--- src/rtl/spi_fe_pkg.sv ---
package spi_fe_pkg;

  localparam int DW   = 32;
  localparam int NREG = 10;

  // word indices (byte offset / 4); software depends on these positions
  localparam logic [3:0] IX_RXD  = 4'd0;
  localparam logic [3:0] IX_TXD  = 4'd1;
  localparam logic [3:0] IX_CTRL = 4'd2;
  localparam logic [3:0] IX_CFG  = 4'd3;
  localparam logic [3:0] IX_IEN  = 4'd4;
  localparam logic [3:0] IX_DMA  = 4'd5;
  localparam logic [3:0] IX_STAT = 4'd6;
  localparam logic [3:0] IX_PER  = 4'd7;
  localparam logic [3:0] IX_TST  = 4'd8;
  localparam logic [3:0] IX_MSG  = 4'd9;
  localparam logic [3:0] IX_NONE = 4'hF;

  localparam int CTRL_EN = 0;

  // status layout
  localparam int SB_TXE = 0;
  localparam int SB_TXS = 1;
  localparam int SB_TXF = 2;
  localparam int SB_RXR = 3;
  localparam int SB_RXF = 4;
  localparam int SB_RO  = 5;
  localparam int SB_TC  = 6;
  localparam int STAT_W = 7;

  localparam logic [STAT_W-1:0] STAT_IDLE = 7'h03;
  localparam logic [STAT_W-1:0] W1C_MASK  = 7'h60;

  // plain storage words and the index each one answers to
  localparam int PLAIN_N = 4;

  function automatic logic [3:0] plain_slot(input int s);
    case (s)
      0:       return IX_CFG;
      1:       return IX_DMA;
      2:       return IX_PER;
      default: return IX_TST;
    endcase
  endfunction

  // level-derived status bits; sticky bits are zero here
  function automatic logic [STAT_W-1:0] level_flags(input logic txe, input logic txf,
                                                    input logic rxe, input logic rxf);
    logic [STAT_W-1:0] f;
    f         = '0;
    f[SB_TXE] = txe;
    f[SB_TXS] = ~txf;
    f[SB_TXF] = txf;
    f[SB_RXR] = ~rxe;
    f[SB_RXF] = rxf;
    return f;
  endfunction

  // sticky bits: clear by write-one, then events set (event wins)
  function automatic logic [STAT_W-1:0] sticky_next(input logic [STAT_W-1:0] cur,
                                                    input logic clr_we,
                                                    input logic [STAT_W-1:0] clr_val,
                                                    input logic ev_ro, input logic ev_tc);
    logic [STAT_W-1:0] keep;
    logic [STAT_W-1:0] evs;
    keep = cur & W1C_MASK;
    if (clr_we) keep = keep & ~(clr_val & W1C_MASK);
    evs        = '0;
    evs[SB_RO] = ev_ro;
    evs[SB_TC] = ev_tc;
    return keep | evs;
  endfunction

  function automatic logic irq_level(input logic [STAT_W-1:0] st,
                                     input logic [STAT_W-1:0] en);
    return |(st & en);
  endfunction

endpackage

--- src/rtl/spi_fe_decode.sv ---
module spi_fe_decode
  import spi_fe_pkg::*;
#(
  parameter int AW = 12
) (
  input  logic [AW-1:0] addr,
  output logic          hit,
  output logic [3:0]    idx
);

  logic [AW-3:0] word;

  assign word = addr[AW-1:2];
  assign hit  = (addr[1:0] == 2'b00) && (word < (AW-2)'(NREG));
  assign idx  = hit ? word[3:0] : IX_NONE;

endmodule

--- src/rtl/spi_fe_wreg.sv ---
module spi_fe_wreg #(
  parameter int W = 32
) (
  input  logic         clk,
  input  logic         rst_n,
  input  logic         clr,
  input  logic         we,
  input  logic [W-1:0] d,
  output logic [W-1:0] q
);

  always_ff @(posedge clk or negedge rst_n) begin
    if (!rst_n)   q <= '0;
    else if (clr) q <= '0;
    else if (we)  q <= d;
  end

endmodule

--- src/rtl/spi_fe_status.sv ---
module spi_fe_status
  import spi_fe_pkg::*;
(
  input  logic              clk,
  input  logic              rst_n,
  input  logic              soft_rst,
  input  logic              tx_empty,
  input  logic              tx_full,
  input  logic              rx_empty,
  input  logic              rx_full,
  input  logic              ev_ro,
  input  logic              ev_tc,
  input  logic              clr_we,
  input  logic [STAT_W-1:0] clr_val,
  input  logic [STAT_W-1:0] ien_d,
  output logic [STAT_W-1:0] stat_q,
  output logic              irq_q
);

  logic [STAT_W-1:0] stat_d;

  always_comb begin
    if (soft_rst)
      stat_d = STAT_IDLE;
    else
      stat_d = level_flags(tx_empty, tx_full, rx_empty, rx_full)
             | sticky_next(stat_q, clr_we, clr_val, ev_ro, ev_tc);
  end

  always_ff @(posedge clk or negedge rst_n) begin
    if (!rst_n) begin
      stat_q <= STAT_IDLE;
      irq_q  <= 1'b0;
    end else begin
      stat_q <= stat_d;
      irq_q  <= irq_level(stat_d, ien_d);
    end
  end

endmodule

--- src/rtl/spi_fe_csdrv.sv ---
module spi_fe_csdrv #(
  parameter int NUM_CS = 4,
  parameter int CSW    = 2
) (
  input  logic              clk,
  input  logic              rst_n,
  input  logic              soft_rst,
  input  logic              upd,
  input  logic [CSW-1:0]    sel,
  input  logic [NUM_CS-1:0] master,
  output logic [NUM_CS-1:0] cs_n
);

  logic sel_ok;
  logic sel_master;

  assign sel_ok     = ({1'b0, sel} < (CSW+1)'(NUM_CS));
  assign sel_master = sel_ok && master[sel];

  for (genvar g = 0; g < NUM_CS; g++) begin : g_cs
    always_ff @(posedge clk or negedge rst_n) begin
      if (!rst_n)                  cs_n[g] <= 1'b1;
      else if (soft_rst)           cs_n[g] <= 1'b1;
      else if (upd && sel_master)  cs_n[g] <= (sel != CSW'(g));
    end
  end

endmodule

--- src/rtl/spi_fe_top.sv ---
module spi_fe_top
  import spi_fe_pkg::*;
#(
  parameter int          AW         = 12,
  parameter int          NUM_CS     = 4,
  parameter int          MODE_LSB   = 4,
  parameter int          SEL_LSB    = 12,
  parameter logic [31:0] EMPTY_MARK = 32'hDEAD_BEEF
) (
  input  logic              clk,
  input  logic              rst_n,
  input  logic              acc_en,
  input  logic              acc_wr,
  input  logic [AW-1:0]     acc_addr,
  input  logic [31:0]       acc_wdata,
  output logic [31:0]       acc_rdata,
  output logic              acc_rvalid,
  output logic              tx_push,
  output logic [31:0]       tx_data,
  input  logic              tx_full,
  input  logic              tx_empty,
  output logic              rx_pop,
  input  logic [31:0]       rx_data,
  input  logic              rx_full,
  input  logic              rx_empty,
  output logic              fifo_flush,
  input  logic              xfer_done,
  input  logic              rx_overrun,
  output logic              irq,
  output logic [NUM_CS-1:0] cs_n,
  output logic [31:0]       ctrl_o,
  output logic [31:0]       config_o,
  output logic [31:0]       dma_o,
  output logic [31:0]       period_o
);

  localparam int CSW = (NUM_CS > 1) ? $clog2(NUM_CS) : 1;

  // ---------------- decode and access events ----------------
  logic       hit;
  logic [3:0] idx;

  spi_fe_decode #(.AW(AW)) u_dec (
    .addr (acc_addr),
    .hit  (hit),
    .idx  (idx)
  );

  logic [DW-1:0] ctrl_q;
  logic          enabled;
  logic          wr_ok;
  logic          wr_ctrl;
  logic          soft_rst;
  logic          ctrl_upd;
  logic          wr_ien;
  logic          wr_stat;
  logic          wr_txd;
  logic          rd_acc;

  assign enabled  = ctrl_q[CTRL_EN];
  assign wr_ok    = acc_en && acc_wr && hit && (enabled || idx == IX_CTRL);
  assign wr_ctrl  = wr_ok && (idx == IX_CTRL);
  assign soft_rst = wr_ctrl && !acc_wdata[CTRL_EN];
  assign ctrl_upd = wr_ctrl && acc_wdata[CTRL_EN];
  assign wr_ien   = wr_ok && (idx == IX_IEN);
  assign wr_stat  = wr_ok && (idx == IX_STAT);
  assign wr_txd   = wr_ok && (idx == IX_TXD);
  assign rd_acc   = acc_en && !acc_wr;

  // FIFO strobes
  assign tx_push    = wr_txd && !tx_full;
  assign tx_data    = acc_wdata;
  assign rx_pop     = rd_acc && hit && enabled && (idx == IX_RXD) && !rx_empty;
  assign fifo_flush = soft_rst;

  // ---------------- control word ----------------
  always_ff @(posedge clk or negedge rst_n) begin
    if (!rst_n)       ctrl_q <= '0;
    else if (wr_ctrl) ctrl_q <= acc_wdata;
  end

  // ---------------- plain storage words ----------------
  logic [DW-1:0] plain_q [PLAIN_N];

  for (genvar g = 0; g < PLAIN_N; g++) begin : g_plain
    spi_fe_wreg #(.W(DW)) u_reg (
      .clk   (clk),
      .rst_n (rst_n),
      .clr   (soft_rst),
      .we    (wr_ok && (idx == plain_slot(g))),
      .d     (acc_wdata),
      .q     (plain_q[g])
    );
  end

  // ---------------- interrupt enable ----------------
  logic [STAT_W-1:0] ien_q;
  logic [STAT_W-1:0] ien_d;

  always_comb begin
    if (soft_rst)    ien_d = '0;
    else if (wr_ien) ien_d = acc_wdata[STAT_W-1:0];
    else             ien_d = ien_q;
  end

  always_ff @(posedge clk or negedge rst_n) begin
    if (!rst_n) ien_q <= '0;
    else        ien_q <= ien_d;
  end

  // ---------------- status and interrupt ----------------
  logic [STAT_W-1:0] stat_q;

  spi_fe_status u_stat (
    .clk      (clk),
    .rst_n    (rst_n),
    .soft_rst (soft_rst),
    .tx_empty (tx_empty),
    .tx_full  (tx_full),
    .rx_empty (rx_empty),
    .rx_full  (rx_full),
    .ev_ro    (rx_overrun),
    .ev_tc    (xfer_done),
    .clr_we   (wr_stat),
    .clr_val  (acc_wdata[STAT_W-1:0]),
    .ien_d    (ien_d),
    .stat_q   (stat_q),
    .irq_q    (irq)
  );

  // ---------------- chip selects ----------------
  spi_fe_csdrv #(.NUM_CS(NUM_CS), .CSW(CSW)) u_cs (
    .clk      (clk),
    .rst_n    (rst_n),
    .soft_rst (soft_rst),
    .upd      (ctrl_upd),
    .sel      (acc_wdata[SEL_LSB +: CSW]),
    .master   (acc_wdata[MODE_LSB +: NUM_CS]),
    .cs_n     (cs_n)
  );

  // ---------------- read path ----------------
  logic [DW-1:0] rd_word;

  always_comb begin
    rd_word = '0;
    if (hit) begin
      case (idx)
        IX_RXD:  rd_word = !enabled ? '0 : (rx_empty ? EMPTY_MARK : rx_data);
        IX_CTRL: rd_word = ctrl_q;
        IX_CFG:  rd_word = plain_q[0];
        IX_IEN:  rd_word = {{(DW-STAT_W){1'b0}}, ien_q};
        IX_DMA:  rd_word = plain_q[1];
        IX_STAT: rd_word = {{(DW-STAT_W){1'b0}}, stat_q};
        IX_PER:  rd_word = plain_q[2];
        IX_TST:  rd_word = plain_q[3];
        default: rd_word = '0;
      endcase
    end
  end

  always_ff @(posedge clk or negedge rst_n) begin
    if (!rst_n) begin
      acc_rdata  <= '0;
      acc_rvalid <= 1'b0;
    end else begin
      acc_rvalid <= rd_acc;
      if (rd_acc) acc_rdata <= rd_word;
    end
  end

  assign ctrl_o   = ctrl_q;
  assign config_o = plain_q[0];
  assign dma_o    = plain_q[1];
  assign period_o = plain_q[2];

endmodule

--- config.mk ---
export PLATFORM = sky130hd
export DESIGN_NAME = spi_fe_top
export DESIGN_NICKNAME = d
export VERILOG_FILES = /design/src/rtl/spi_fe_pkg.sv /design/src/rtl/spi_fe_decode.sv /design/src/rtl/spi_fe_wreg.sv /design/src/rtl/spi_fe_status.sv /design/src/rtl/spi_fe_csdrv.sv /design/src/rtl/spi_fe_top.sv
export SDC_FILE = /design/constraint.sdc
export NUM_CORES = 1
export LEC_CHECK = 0
export ABC_CLOCK_PERIOD_IN_PS = 2490
export CAP_MARGIN = 5
export CORE_ASPECT_RATIO = 1.75
export CORE_MARGIN = 10
export CORE_UTILIZATION = 40
export DETAILED_ROUTE_END_ITERATION = 12
export PLACE_DENSITY = 0.83
export SYNTH_ARGS = -nofsm -noshare
export SYNTH_HDL_FRONTEND = slang
export SYNTH_HIERARCHICAL = 1
export SYNTH_SLANG_ARGS = --single-unit
--- constraint.sdc ---
create_clock -name clk -period 2.49 [get_ports clk]
set_input_delay 0.249 -clock clk [delete_from_list [all_inputs] [get_ports clk]]
set_output_delay 0.249 -clock clk [all_outputs]
set_load 0.05 [all_outputs]
After elaboration in Yosys (flattened, before gate mapping)
Index checks and enable logic that the tools add are counted.
Storage, ports and cells
  flip-flop bits (word level): 212
  bits of input ports: 86
  output and inout port bits: 201
  logic and storage cells: 97
Operators by class
  $lt $le $gt $ge: 2
  equal/unequal tests: 11
  multiplexer cells: 28
  bitwise operators: 7
  reduce and logical (&&, ||, !) cells: 35
Operators by type and width (number)
  $mux W32: 11
  $pmux W32 S8: 1
  $mux W7: 5
  $logic_and A1 B1 Y1: 21
  $eq A4 B3 Y1 const B: 4
  $and A7 B7 Y7: 2
  $reduce_bool A2 Y1: 6
  $lt A10 B4 Y1 const B: 1
  $mux W1: 9
  $eq A4 B2 Y1 const B: 2
  $not A7 Y7: 1
  $or A5 B7 Y7: 1
  $or A7 B7 Y7: 1
  $reduce_or A7 Y1: 1
  $eq A4 B1 Y1 const B: 1
  $eq A4 B4 Y1 const B: 1
  $logic_not A1 Y1: 4
  $logic_not A4 Y1: 1
  $mux W4: 1
  $ne A2 B2 Y1 const B: 2
  $lt A2 B3 Y1 const B: 1
  $bmux W1 S2: 1
  $logic_not A2 Y1: 1
  $ne A2 B1 Y1 const B: 1
  2 further kinds: 3

Longest topological paths before layout
Gate-level depths: netlist of run 1.
  depth after elaboration: 14
  mapped depth: 12

Cells and area by module
Netlist of run 1, hierarchy kept.
Modules (own cells, without submodules)
  spi_fe_wreg: instances 4, cells each 103, area an instance 1323.8 um2, sequential area each 800.8 um2
  spi_fe_top: instances 1, cells each 506, area an instance 4864.7 um2, sequential area each 1801.7 um2
  spi_fe_status: instances 1, cells each 27, area an instance 309.0 um2, sequential area each 202.7 um2
  spi_fe_csdrv: instances 1, cells each 24, area an instance 245.2 um2, sequential area each 105.1 um2
  spi_fe_decode: instances 1, cells each 10, area an instance 72.6 um2, sequential area each 0.0 um2

Worst setup path after synthesis of run 1
No wires, ideal clock.
  path type: input -> register
  from: in acc_addr[1]
  to: reg u_stat.irq_q
  setup time: 126 ps
  arrival time: 3701 ps
  data required time: 2364 ps
  slack: -1336 ps
  cell stages on the path: 11
  path buffers: 1
  cells stage by stage: nor4_2 nand3_1 buf_2 or3b_4 or3_1 nor2_2 nand2b_2 inv_2 a222oi_1 nand3b_1 a221o_1
Between the ends
  elaborated cells on any way between the ends: 22
  classes of those cells: eq/ne (3); mux (6); bitwise (3); reduce/logical (10)
RTL lines
  start, declared: RTL line spi_fe_top.sv:14  | input logic [AW-1:0] acc_addr,
  $logic_not A2 Y1 (*): RTL line spi_fe_decode.sv:14  | assign hit = (addr[1:0] == 2'b00) && (word < (AW-2)'(NREG));
  $logic_and A1 B1 Y1 (*): RTL line spi_fe_decode.sv:14
  $mux W4 (*): RTL line spi_fe_decode.sv:15  | assign idx = hit ? word[3:0] : IX_NONE;
  named net idx[2]: RTL line spi_fe_top.sv:41  | logic [3:0] idx;
  $eq A4 B2 Y1 (*): RTL line spi_fe_top.sv:61, spi_fe_top.sv:62
  $logic_or A1 B1 Y1: RTL line spi_fe_top.sv:61  | assign wr_ok = acc_en && acc_wr && hit && (enabled || idx == IX_CTRL);
  $logic_and A1 B1 Y1: RTL line spi_fe_top.sv:61
  $logic_and A1 B1 Y1 (*): RTL line spi_fe_top.sv:62  | assign wr_ctrl = wr_ok && (idx == IX_CTRL);
  $logic_and A1 B1 Y1 (*): RTL line spi_fe_top.sv:63  | assign soft_rst = wr_ctrl && !acc_wdata[CTRL_EN];
  named net fifo_flush: RTL line spi_fe_top.sv:26  | output logic fifo_flush,
  $mux W7 (*): RTL line spi_fe_status.sv:23  | if (soft_rst)
  named net u_stat.stat_d[1]: RTL line spi_fe_status.sv:20  | logic [STAT_W-1:0] stat_d;
  $and A7 B7 Y7 (*): RTL line spi_fe_pkg.sv:76  | return |(st & en);
  $reduce_or A7 Y1 (*): RTL line spi_fe_pkg.sv:76
  end signal, assigned: RTL line spi_fe_status.sv:36  | irq_q <= irq_level(stat_d, ien_d);
  end, declared: RTL line spi_fe_status.sv:17  | output logic irq_q
The timed path passes the listed nets; every way through them passes the cells marked *. The select of a mux whose other input is x is not followed.
A chain may end at the register's enable or synchronous reset.

Worst setup path after layout of run 1
  from: in acc_addr[0]
  to: reg u_stat.irq_q
Between the ends
  word-level cells in the longest chain between the ends: 14
  elaborated cells on any way between the ends: 22
  classes of those cells: eq/ne (3); mux (6); bitwise (3); reduce/logical (10)
RTL lines
  $logic_not A2 Y1 (*): RTL line spi_fe_decode.sv:14
  $logic_and A1 B1 Y1 (*): RTL line spi_fe_decode.sv:14
  $mux W4 (*): RTL line spi_fe_decode.sv:15
  named net idx[3]: RTL line spi_fe_top.sv:41
  $eq A4 B2 Y1: RTL line spi_fe_top.sv:61, spi_fe_top.sv:62
  $logic_or A1 B1 Y1: RTL line spi_fe_top.sv:61
  $logic_and A1 B1 Y1: RTL line spi_fe_top.sv:61
  $logic_and A1 B1 Y1: RTL line spi_fe_top.sv:66  | assign wr_stat = wr_ok && (idx == IX_STAT);
  $mux W7: RTL line spi_fe_pkg.sv:67  | if (clr_we) keep = keep & ~(clr_val & W1C_MASK);
  $mux W7: RTL line spi_fe_status.sv:23
  $or A7 B7 Y7: RTL line spi_fe_pkg.sv:71  | return keep | evs;
  $or A5 B7 Y7: RTL line spi_fe_status.sv:27  | | sticky_next(stat_q, clr_we, clr_val, ev_ro, ev_tc);
  $mux W7 (*): RTL line spi_fe_status.sv:23
  named net u_stat.stat_d[1]: RTL line spi_fe_status.sv:20
  $and A7 B7 Y7 (*): RTL line spi_fe_pkg.sv:76
  $reduce_or A7 Y1 (*): RTL line spi_fe_pkg.sv:76
Marked as above.

==> impl_results.md, run 1 <==
* Result of the run: complete, but fails checks
* Failing checks: setup timing
* Max Slew Vio Count at 0
* Reg-to-Reg Start: ctrl_o[0]
* Chip Width at ~140 microns
* Htree depth at 1
* VDD IR-drop max at 0.000405 V
* Standard-cell row count at a little under 80
* Mapped Nets at 1065
* Endpoint of the lowest-slack register-to-register path: u_stat/irq_q
* Static Leak at about 6.7 nW
* Max-cap violations at 0
* Slack of the worst reg-to-reg path at 0.31 ns
* Hold Crit Class: input pin to asynchronous set/reset pin
* Setup repair after global routing missed its margin: true
* Filler-free cell count of the finished design at 1642
* Via total after detailed routing at approximately 9500
* Clock latency on the worst-skew pair at 0.51 ns
* Proportion of synthesized area in mux cells at 19.0%
* Clk Tree Root Cell: sky130_fd_sc_hd__clkbuf_16
* Mean instance size in the synthesized netlist at about 11 sq um
* Layout cells sized above 1 at between 20% and 30%
* CP required at ~2.9 ns
* Number of storage elements in the synthesis netlist at 212
* CTS tree: done
* Number of antenna violations at the first check in global routing at 2
* Post-detailed-routing wire length at 41.2 mm
* Type of origin of the critical path: input pin
* Met3 layer wire length in the routed design at 2.88 mm
* Boundary pin count at approximately 290
* Simple logic cell fraction of the synthesized area at 12.7%
* Residual antenna-violating net count after detailed routing at 0
* Starting utilization of the core area at approximately two fifths
* DRC viols at 0
* Met2 WL at approximately 21 mm
* Async set-or-reset flop fraction in the synthesized netlist at 100%
* Placed Instances at between 1500 and 2000
* Crit path kind: input pin to register
* Die Span Y at around 240 microns
* Post-synth EDFFs at 0
* Via count of the first global-routing pass at ~10000
* Highest routing layer actually used: met4
* Complex-gate fraction of the synthesized area at a little under an eighth
* Xor and xnor fraction of the mapped netlist area at 0%
* Number of vias per cell at approximately 5.8
* Clock tree buffer depth at 3
* Total negative setup slack at -0.252 ns
* DP Wirelength at between 20 and 30 mm
* Worst Path Arrival at between 3 and 4 ns
* Final hold viol count at 0
* Final Wtd Congestion at 0.898
* Worst-case setup margin in the final layout at -0.135 ns
* Share of synthesized area occupied by flip-flops and latches at between 40 and 50%
* WL/cell at around 25 microns
* Synth Instances at between 900 and 1000
* Layout fillers at about 2200
* Number of endpoints failing setup at the final stage at 3
* Synthesis-to-layout area growth at 42.5%
* Primary FF master, synth: sky130_fd_sc_hd__dfrtp_1
* Total number of nets in the final design at 1388
* Distinct cell type count of the synthesized netlist at 59
* Post-synthesis share of cell area spent on full adders, half adders and majority gates at 0%
* Maximum number of pins on one net before global-route repair at 66
* Timing-limited maximum frequency at around 0.38 GHz
* Met1 WL at 14.3 mm
* Setup clock skew after layout at 0.00875 ns
* DIE AREA at 34200 sq um
* Crit-path cells: buf_6 -> nor4_4 -> buf_4 -> nand3b_1 -> or3b_4 -> or3_4 -> nor2_4 -> buf_6 -> nand2b_4 -> inv_2 -> a222oi_1 -> nand3b_1 -> a221o_1
* Measured slew at the worst slew-check pin at 0.966 ns
* Worst Reg-to-Reg Cells at 7
* Largest stage delay, worst path at about 0.43 ns
* DR iter-0 viols at between 700 and 800
* Power density normalized to cell area at 487 nW/um^2
* Sinks on the clock net at approximately 210
* Mapped cell area at 10800 sq um
* Count of buffers from port buffering at 286
* Largest family of logic cells by synthesized area: multiplexers
* Wire length of the first global-routing pass at 60.8 mm
* Crit-path slowest cell: sky130_fd_sc_hd__or3_4
* Cts bufs inserted at 20
* Largest fanout on the critical path at 4
* Worst relative slew slack at between 30% and 40%
* Placeable core region at about 27000 sq um
* Total global-route track usage at a little under a quarter
* Portion of the clock cycle consumed by the worst path in the final layout at 105%
* Warning count from the yosys run at 6
* CP Capture Type: register
* Router iterations before antenna repair at 7
* Reg clk slew, reported paths at roughly 0.07 ns
* Minimum clock period at 2.63 ns
* Final global-route overflow total at 0
[layer usage]
| metal | vias up | track usage, % |
|---|---|---|
| li1 | 4104 | - |
| met1 | 4755 | 25.4 |
| met2 | 490 | 40.8 |
| met3 | 136 | 3.97 |
| met4 | 0 | 13.2 |
| met5 | - | 0 |
[cell usage after synthesis (7+ instances only)]
cell type                   number  area (sq um)
sky130_fd_sc_hd__buf_12         12           240
sky130_fd_sc_hd__nand2_1        36           135
sky130_fd_sc_hd__a21oi_1        16          80.1
sky130_fd_sc_hd__nor2_1        171           642
sky130_fd_sc_hd__a2bb2oi_1       9          78.8
sky130_fd_sc_hd__mux2_2         35           394
sky130_fd_sc_hd__a22oi_1        29           218
sky130_fd_sc_hd__nor2b_1         7          43.8
sky130_fd_sc_hd__a21o_1          9          67.6
sky130_fd_sc_hd__mux2i_1       165          1650
sky130_fd_sc_hd__a32oi_1        18           158
sky130_fd_sc_hd__nand3b_1        9          67.6
sky130_fd_sc_hd__buf_4          36           270
sky130_fd_sc_hd__a221oi_1       19           166
sky130_fd_sc_hd__or2_2          19           119
sky130_fd_sc_hd__buf_2          14          70.1
sky130_fd_sc_hd__dfrtp_1       206          5150
sky130_fd_sc_hd__o31a_1         14           123
sky130_fd_sc_hd__o21ai_0        27           135
sky130_fd_sc_hd__clkbuf_1       35           131
sky130_fd_sc_hd__buf_6           8          90.1
[flip-flops by register name (all words and copies together) (netlist names)]
register	flops
u_cs/cs_n	4
g_plain.u_reg/q	128
ctrl_o	32
u_stat/irq_q	1
u_stat/stat_q	7
acc_rdata	32
acc_rvalid	1
ien_q	7
[layout make-up]
cell class | count | area [sq um] | area share (%)
inverter | 7 | 26.3 | 0.171
clock inverter | 12 | 166 | 1.08
clock buffer | 24 | 567 | 3.69
multi-input combinational | 653 | 4810 | 31.3
tap | 324 | 405 | 2.64
antenna | 2 | 5.00 | 0.0325
timing repair buffer | 408 | 4090 | 26.6
sequential | 212 | 5310 | 34.6
[worst max-delay path by stage]
stage	to	slack [ns]	start
after floorplan	u_stat/irq_q	-0.81	acc_addr[10]
after global placement	u_stat/irq_q	-0.81	acc_addr[10]
after detailed placement	u_stat/irq_q	-0.90	acc_addr[9]
after CTS	u_stat/irq_q	-0.1	acc_addr[1]
after global routing	u_stat/irq_q	-0.23	acc_addr[6]
final	u_stat/irq_q	-0.14	acc_addr[0]
[repair_timing]
action | in CTS | in global routing
pin swaps | 15 | 9
buffers inserted | 12 | 4
resized for setup | 53 | 18
hold buffers | 1 | 0
setup endpoints to repair | 189 | 62
hold endpoints to repair | 57 | 0
[cell families (layout without fill, tap and decap cells)]
family          count (synthesis)  in the layout
mux                           200            200
simple gates                  287            287
other cells                     0              2
compound gates                166            166
flops                         212            212
buf+inv                       114            451
[power breakdown]
part / total (W) / internal [W] / leakage [nW] / switching, W
clock: 0.00343 / 0.00205 / 0.365 / 0.00138
sequential: 0.00346 / 0.00345 / 2.91 / 0.00000622
combinational: 0.000590 / 0.000234 / 3.43 / 0.000356
[stage by stage]
step	instance area [sq um]	worst slack (ns)	hold WS, ns	utilization (%)	total power, W
4_1_cts	15300	-0.0989	0.298	57.4	0.00753
5_1_grt	15400	-0.232	0.335	57.8	0.00768
2_1_floorplan	10800	-0.813	-0.0466	-	0.00375
6_report	15400	-0.135	0.289	57.8	0.00748
3_3_place_gp	14400	-0.812	0.236	54.0	0.00411
3_5_place_dp	14400	-0.903	0.235	54.0	0.00411
[cells in the final DEF (no fill, tap or decap), types with 19 or more instances in the layout]
cell,n
sky130_fd_sc_hd__clkdlybuf4s50_1,264
sky130_fd_sc_hd__dfrtp_1,206
sky130_fd_sc_hd__nor2_1,169
sky130_fd_sc_hd__mux2i_1,165
sky130_fd_sc_hd__buf_4,94
sky130_fd_sc_hd__nand2_1,36
sky130_fd_sc_hd__mux2_2,35
sky130_fd_sc_hd__a22oi_1,29
sky130_fd_sc_hd__o21ai_0,26
sky130_fd_sc_hd__buf_12,22
sky130_fd_sc_hd__clkbuf_16,21
sky130_fd_sc_hd__or2_2,19
sky130_fd_sc_hd__a221oi_1,19
[critical path: cells and delay by family]
kind / cells / cell delay, ns
AO/OA/AOI/OAI: 2 / 0.59
buffers and inverters: 4 / 0.46
AND/OR/NAND/NOR: 7 / 1.71
(Power assumes the default switching activity.)
==> inputs of run 2 (changes only) <==
--- a/config.mk
+++ b/config.mk
@@ -5,13 +5,14 @@
 export SDC_FILE = /design/constraint.sdc
 export NUM_CORES = 1
 export LEC_CHECK = 0
-export ABC_CLOCK_PERIOD_IN_PS = 2490
+export ABC_CLOCK_PERIOD_IN_PS = 3200
 export CAP_MARGIN = 5
 export CORE_ASPECT_RATIO = 1.75
 export CORE_MARGIN = 10
 export CORE_UTILIZATION = 40
 export DETAILED_ROUTE_END_ITERATION = 12
-export PLACE_DENSITY = 0.83
+export PLACE_DENSITY = 0.8
+export RECOVER_POWER = 25
 export SYNTH_ARGS = -nofsm -noshare
 export SYNTH_HDL_FRONTEND = slang
 export SYNTH_HIERARCHICAL = 1
==> constraint.sdc (replaced) <==
create_clock -name clk -period 3.2 [get_ports clk]
set_input_delay 0.32 -clock clk [delete_from_list [all_inputs] [get_ports clk]]
set_output_delay 0.32 -clock clk [all_outputs]
set_load 0.05 [all_outputs]
==> impl_results.md, run 2 (synthesis results as in run 1) <==
* CP Capture Type: output pin
* Starting utilization of the core area at 40.6%
* Number of antenna violations at the first check in global routing at 0
* Final worst hold slack at 0.413 ns
* Worst Path Arrival at between 2 and 3 ns
* Number of vias per cell at ~5.7
* Power density normalized to cell area at ~370 nW/um^2
* Sum of buffers and inverters on the critical path at 4
* Worst Min Path Start: rx_data[22]
* Total negative setup slack at 0 ns
* Maximum number of pins on one net before global-route repair at 118
* Residual antenna-violating net count after detailed routing at 0
* Total number of nets in the final design at approximately 1400
* Crit-path cells: clkdlybuf4s50_1 -> nor4_4 -> nand3_1 -> or3b_4 -> or3_4 -> nor2_4 -> buf_8 -> buf_12 -> buf_12
* Largest stage delay, worst path at around 0.45 ns
* Via count of the first global-routing pass at about 9700
* Placeable core region at 26600 sq um
* Final Wtd Congestion at 0.839
* Slack of the worst reg-to-reg path at about 0.89 ns
* Crit path kind: input pin to output pin
* DR iter-0 viols at 616
* Total global-route track usage at 22.1%
* Max Slew Vio Count at 118
* Power Total at between 0.005 and 0.006 W
* Cell area after layout at approximately 15000 sq um
* Die Span Y at around 240 microns
* Net switching power of the design at about 0.0013 W
* Final global-route overflow total at 0
* Worst relative slew slack at -9.43%
* Timing-limited maximum frequency at about 0.32 GHz
* Minimum clock period at 3.16 ns
* Reg-to-Reg Start: ctrl_o[0]
* Instance count along the most critical hold path at 2
* Measured slew at the worst slew-check pin at ~1.6 ns
* Worst Reg-to-Reg Cells at 7
* VDD IR-drop max at 0.000357 V
* Via total after detailed routing at slightly above 9000
* DIE AREA at 34200 sq um
* Met2 global-route usage at between 30% and 40%
* Clk Tree Root Cell: sky130_fd_sc_hd__clkbuf_16
* Sinks on the clock net at ~210
* Sequential group share of total power at roughly 50%
* Register with the highest flop count: g_plain.u_reg/q
* Failing checks: capacitance limit, slew limit
* Hold Crit Class: input pin to register
* Result of the run: complete, but fails checks
* CP required at 2.88 ns
* Boundary pin count at between 200 and 300
* Number of flip-flops in the largest register at between 100 and 150
* Endpoint of the lowest-slack register-to-register path: u_stat/irq_q
* Cts bufs inserted at 21
* Type of origin of the critical path: input pin
* Crit-path slowest cell: sky130_fd_sc_hd__clkdlybuf4s50_1
* Part of the total power dissipated in the clock network at 42.4%
* Static Leak at about 6.4 nW
* Layer carrying the most global-route usage: met2
* CTS tree: done
* Kind of cell adding the most delay to the critical path: simple AND/OR/NAND/NOR gates
* Router iterations before antenna repair at 6
* Highest-count cells in the layout ignoring fill and taps: sky130_fd_sc_hd__clkdlybuf4s50_1 (282), sky130_fd_sc_hd__dfrtp_1 (206), sky130_fd_sc_hd__nor2_1 (169), sky130_fd_sc_hd__mux2i_1 (165), sky130_fd_sc_hd__buf_4 (73)
* Combinational share of power at 8.1%
* Chip Width at 144 microns
* Layout cells sized above 1 at around 16%
* Internal power at about 0.0041 W
* Sw Ratio at about 24%
* Met3 Resource Use GR at about 3.4%
* Number of endpoints failing setup at the final stage at 0
* Count of buffers from port buffering at around 290
* WHS Endpoint: acc_rdata[22]
* Antenna cell count at 0
* Clock tree buffer depth at 3
* Synthesis-to-layout area growth at 38.1%
* Setup repair after global routing missed its margin: true
* Reg clk slew, reported paths at about 0.060 ns
* Met1 capacity usage during global routing at 24.5%
* Htree depth at 1
* Max-cap violations at 1
* Final hold viol count at 0
* Portion of the clock cycle consumed by the worst path in the final layout at 98.6%
* Standard-cell row count at 79
* Clock latency on the worst-skew pair at 0.51 ns
* WL/cell at 24.3 microns
* Standard cell area after detailed placement at about 14000 sq um
* Setup clock skew after layout at about 0.0075 ns
* DP Wirelength at about 29 mm
* Post-detailed-routing wire length at about 39 mm
* Largest fanout on the critical path at 13
* Commonest non-fill, non-tap cell in the layout: sky130_fd_sc_hd__clkdlybuf4s50_1
* Wire length of the first global-routing pass at around 59 mm
* Worst path most repeated cell: sky130_fd_sc_hd__buf_12
* DRC viols at 0
* Core Util, Final at between 50% and 60%
## run 2: cell count changes in the layout (fill, tap and decap cells not counted), moves of 2 or more
cell,change
sky130_fd_sc_hd__a21oi_1,+4
sky130_fd_sc_hd__a21oi_2,-3
sky130_fd_sc_hd__buf_12,-3
sky130_fd_sc_hd__buf_2,-2
sky130_fd_sc_hd__buf_4,-21
sky130_fd_sc_hd__buf_6,-17
sky130_fd_sc_hd__bufinv_16,-4
sky130_fd_sc_hd__clkbuf_1,+13
sky130_fd_sc_hd__clkdlybuf4s15_1,-2
sky130_fd_sc_hd__clkdlybuf4s50_1,+18
sky130_fd_sc_hd__clkinv_2,-4
sky130_fd_sc_hd__diode_2,-2
sky130_fd_sc_hd__dlygate4sd2_1,-3
## run 2: power groups by stage
stage	clock, W	combinational, W	sequential (W)
2_1_floorplan	0	0.000152	0.00276
3_3_place_gp	0	0.000439	0.00274
3_5_place_dp	0	0.000444	0.00274
4_1_cts	0.00236	0.000447	0.00269
5_1_grt	0.00246	0.000465	0.00269
6_report	0.00231	0.000442	0.00269
## run 2: worst register-to-register path, cell delays in order (launching register included)
cell and delay, ns:
sky130_fd_sc_hd__dfrtp_1 0.49, sky130_fd_sc_hd__inv_1 0.07, sky130_fd_sc_hd__or4_4 0.56, sky130_fd_sc_hd__a21oi_1 0.18, sky130_fd_sc_hd__a21oi_1 0.09, sky130_fd_sc_hd__a222oi_1 0.39, sky130_fd_sc_hd__nand3b_1 0.15, sky130_fd_sc_hd__a221o_1 0.27
## run 2: metrics by stage
step	instances	worst slack (ns)
floorplan	979	-0.175
global placement	1573	-0.256
detailed placement	1573	-0.318
CTS	1613	0.00656
global route	1614	-0.0108
finish	1614	0.0443
## run 2: routing by layer
layer  part of all wire [%]  routed length [microns]  up-vias
li1                       -                        -     4033
met3                    6.1                     2410      108
met2                     52                    20200      390
met1                     36                    14300     4602
met4                    5.8                     2260        0
met5                      0                        0        -
## run 2: how the worst max path moves through the flow
stage                   end  slack, ns  cells after the start          from
2_1_floorplan  u_stat/irq_q      -0.18                     11  acc_addr[10]
3_3_place_gp   u_stat/irq_q      -0.26                     11  acc_addr[10]
3_5_place_dp   u_stat/irq_q      -0.32                     10  acc_addr[10]
4_1_cts          fifo_flush      0.007                      9   acc_addr[1]
5_1_grt          fifo_flush      -0.01                      9   acc_addr[6]
6_report         fifo_flush       0.04                      9   acc_addr[6]
## run 2: timing repair
action / CTS / global route
gates cloned: 0 / 0
hold endpoints to repair: 109 / 0
pin swaps: 1 / 5
setup buffers: 2 / 1
resized for setup: 3 / 3
hold buffers: 1 / 0
setup endpoints to repair: 2 / 2
## run 2: cell type report
class	count	area, sq um
inverters	7	26.3
multi-input cells	653	4730
clock inverters	4	26.3
fillers	2230	11700
clock buffers	33	591
flip-flops and latches	212	5310
well taps	324	405
repair buffers	381	3810
==> inputs of run 3 (changes only) <==
--- a/config.mk
+++ b/config.mk
@@ -11,7 +11,8 @@
 export CORE_MARGIN = 10
 export CORE_UTILIZATION = 40
 export DETAILED_ROUTE_END_ITERATION = 12
-export PLACE_DENSITY = 0.8
+export GPL_TIMING_DRIVEN = 0
+export PLACE_DENSITY = 0.68
 export RECOVER_POWER = 25
 export SYNTH_ARGS = -nofsm -noshare
 export SYNTH_HDL_FRONTEND = slang
==> impl_results.md, run 3 (synthesis results as in run 1) <==
* Measured slew at the worst slew-check pin at 2.46 ns
* Placement-stage worst setup slack at -1.29 ns
* Sum of buffers and inverters on the critical path at 4
* Launch point of the critical path: acc_addr[9]
* DRC viols at 0
* Chip Width at 144 microns
* Register with the highest flop count: g_plain.u_reg/q
* Die Span Y at around 240 microns
* DR iter-0 viols at slightly below 600
* Via count of the first global-routing pass at 9778
* Post-detailed-routing wire length at ~43 mm
* Standard-cell row count at between 70 and 80
* Worst path most repeated cell: sky130_fd_sc_hd__nand3b_1
* Crit-path slowest cell: sky130_fd_sc_hd__or3_4
* Endpoint of the lowest-slack register-to-register path: u_stat/irq_q
* Crit path kind: input pin to register
* Starting utilization of the core area at 40.6%
* Area taken by flip-flops and latches at around 5300 sq um
* Largest fanout on the critical path at 5
* Sinks on the clock net at about 210
* Max Slew Vio Count at roughly 100
* Reg clk slew, reported paths at ~0.070 ns
* Static Leak at 6.47 nW
* Number of vias per cell at between 5 and 6
* Slack of the worst reg-to-reg path at 0.85 ns
* WHS Endpoint: acc_rdata[17]
* Residual antenna-violating net count after detailed routing at 0
* DIE AREA at approximately 34000 sq um
* CTS tree: done
* Total global-route track usage at 23.8%
* Reg-to-Reg Start: ctrl_o[0]
* Total number of nets in the final design at 1389
* Worst Reg-to-Reg Cells at 7
* VDD IR-drop max at ~0.00030 V
* Crit-path cells: dlygate4sd2_1 -> nor4_4 -> nand3b_1 -> buf_4 -> or3b_4 -> or3_4 -> nor2_4 -> buf_6 -> nand2b_4 -> inv_2 -> a222oi_1 -> nand3b_1 -> a221o_1
* Final Wtd Congestion at approximately 0.89
* Instance count along the most critical hold path at 2
* Layout fillers at ~2400
* Worst Path Arrival at 3.58 ns
* Boundary pin count at roughly 290
* Number of endpoints failing setup at the final stage at 0
* Minimum clock period at 3.18 ns
* Wire length of the first global-routing pass at 61.6 mm
* Total negative setup slack at 0 ns
* Cts bufs inserted at 22
* Power Total at around 0.0058 W
* Via total after detailed routing at slightly above 9000
* Cell area after layout at 15000 sq um
* Final hold viol count at 0
* Max-cap violations at 1
* Worst-case setup margin in the final layout at around 0.016 ns
* Final global-route overflow total at 0
* Type of origin of the critical path: input pin
* Clock latency on the worst-skew pair at around 0.52 ns
* Router iterations before antenna repair at 5
* Number of flip-flops in the largest register at about 130
* WL/cell at about 26 microns
* CP required at between 3 and 4 ns
* Core Util, Final at about 56%
* Clock tree buffer depth at 3
* Number of antenna violations at the first check in global routing at 2
* Failing checks: capacitance limit, slew limit
* DP Wirelength at slightly above 30 mm
* Commonest non-fill, non-tap cell in the layout: sky130_fd_sc_hd__clkdlybuf4s50_1
* Worst Min Path Start: rx_data[17]
* Hold Crit Class: input pin to register
* Antenna cell count at 0
* Layout cells sized above 1 at 15.5%
* Clk Tree Root Cell: sky130_fd_sc_hd__clkbuf_16
* Maximum number of pins on one net before global-route repair at 110
* Placeable core region at 26600 sq um
* Result of the run: complete, but fails checks
* Count of buffers from port buffering at 286
* Power density normalized to cell area at approximately 390 nW/um^2
* Highest-count cells in the layout ignoring fill and taps: sky130_fd_sc_hd__clkdlybuf4s50_1 (273), sky130_fd_sc_hd__dfrtp_1 (206), sky130_fd_sc_hd__nor2_1 (171), sky130_fd_sc_hd__mux2i_1 (165), sky130_fd_sc_hd__buf_4 (50)
* Htree depth at 1
* Timing-limited maximum frequency at approximately 0.31 GHz
* Standard cell area after detailed placement at 14100 sq um
* Portion of the clock cycle consumed by the worst path in the final layout at 99.5%
* Worst relative slew slack at -64.1%
* Kind of cell adding the most delay to the critical path: simple AND/OR/NAND/NOR gates
* CP Capture Type: register
* Multi-input gate area in the final layout at about 4700 sq um
* Synthesis-to-layout area growth at 38.9%
* Largest stage delay, worst path at between 0.4 and 0.5 ns
* Setup clock skew after layout at between 0.01 and 0.015 ns
-- run 3: repair_timing --
action                                 4_1_cts  5_1_grt
setup buffers                               10        4
resized for setup                           31        2
setup endpoints to repair                  133        2
cloned                                       1        0
hold buffers                                 1        0
endpoints found under the hold margin      103        0
pin swaps                                   11        3
-- run 3: area by class of cell --
cell class	instances	share of cell area (%)
Inverter	7	0.175
Sequential cell	212	35.5
Multi-Input combinational cell	654	31.4
Clock buffer	31	4.38
Tap cell	324	2.71
Clock inverter	9	0.660
Timing Repair Buffer	302	19.9
Buffer	104	5.35
-- run 3: per-stage QoR --
| step | instances | hold slack [ns] |
|---|---|---|
| 5_1_grt | 1643 | 0.408 |
| 3_5_place_dp | 1590 | 0.428 |
| 6_report | 1643 | 0.410 |
| 4_1_cts | 1640 | 0.398 |
| 2_1_floorplan | 979 | 0.0244 |
| 3_3_place_gp | 1589 | 0.479 |
-- run 3: power breakdown --
| group | switching [W] | leakage (nW) | internal [W] |
|---|---|---|---|
| logic | 0.000273 | 3.18 | 0.000183 |
| registers | 0.00000370 | 2.91 | 0.00269 |
| clock network | 0.00111 | 0.379 | 0.00159 |
-- run 3: routing by layer --
metal	wire length, microns	GRT usage [%]
met5	11	0
met4	2250	12.0
met3	2800	4.75
met2	22400	43.5
met1	15100	25.1
-- run 3: worst max path at each step --
stage | cells after the start | to | slack, ns
2_1_floorplan | 11 | u_stat/irq_q | -0.18
3_3_place_gp | 1 | ctrl_o[9] | -7.30
3_5_place_dp | 7 | fifo_flush | -1.29
4_1_cts | 12 | u_stat/irq_q | 0.01
5_1_grt | 13 | u_stat/irq_q | -0.0009
6_report | 13 | u_stat/irq_q | 0.02
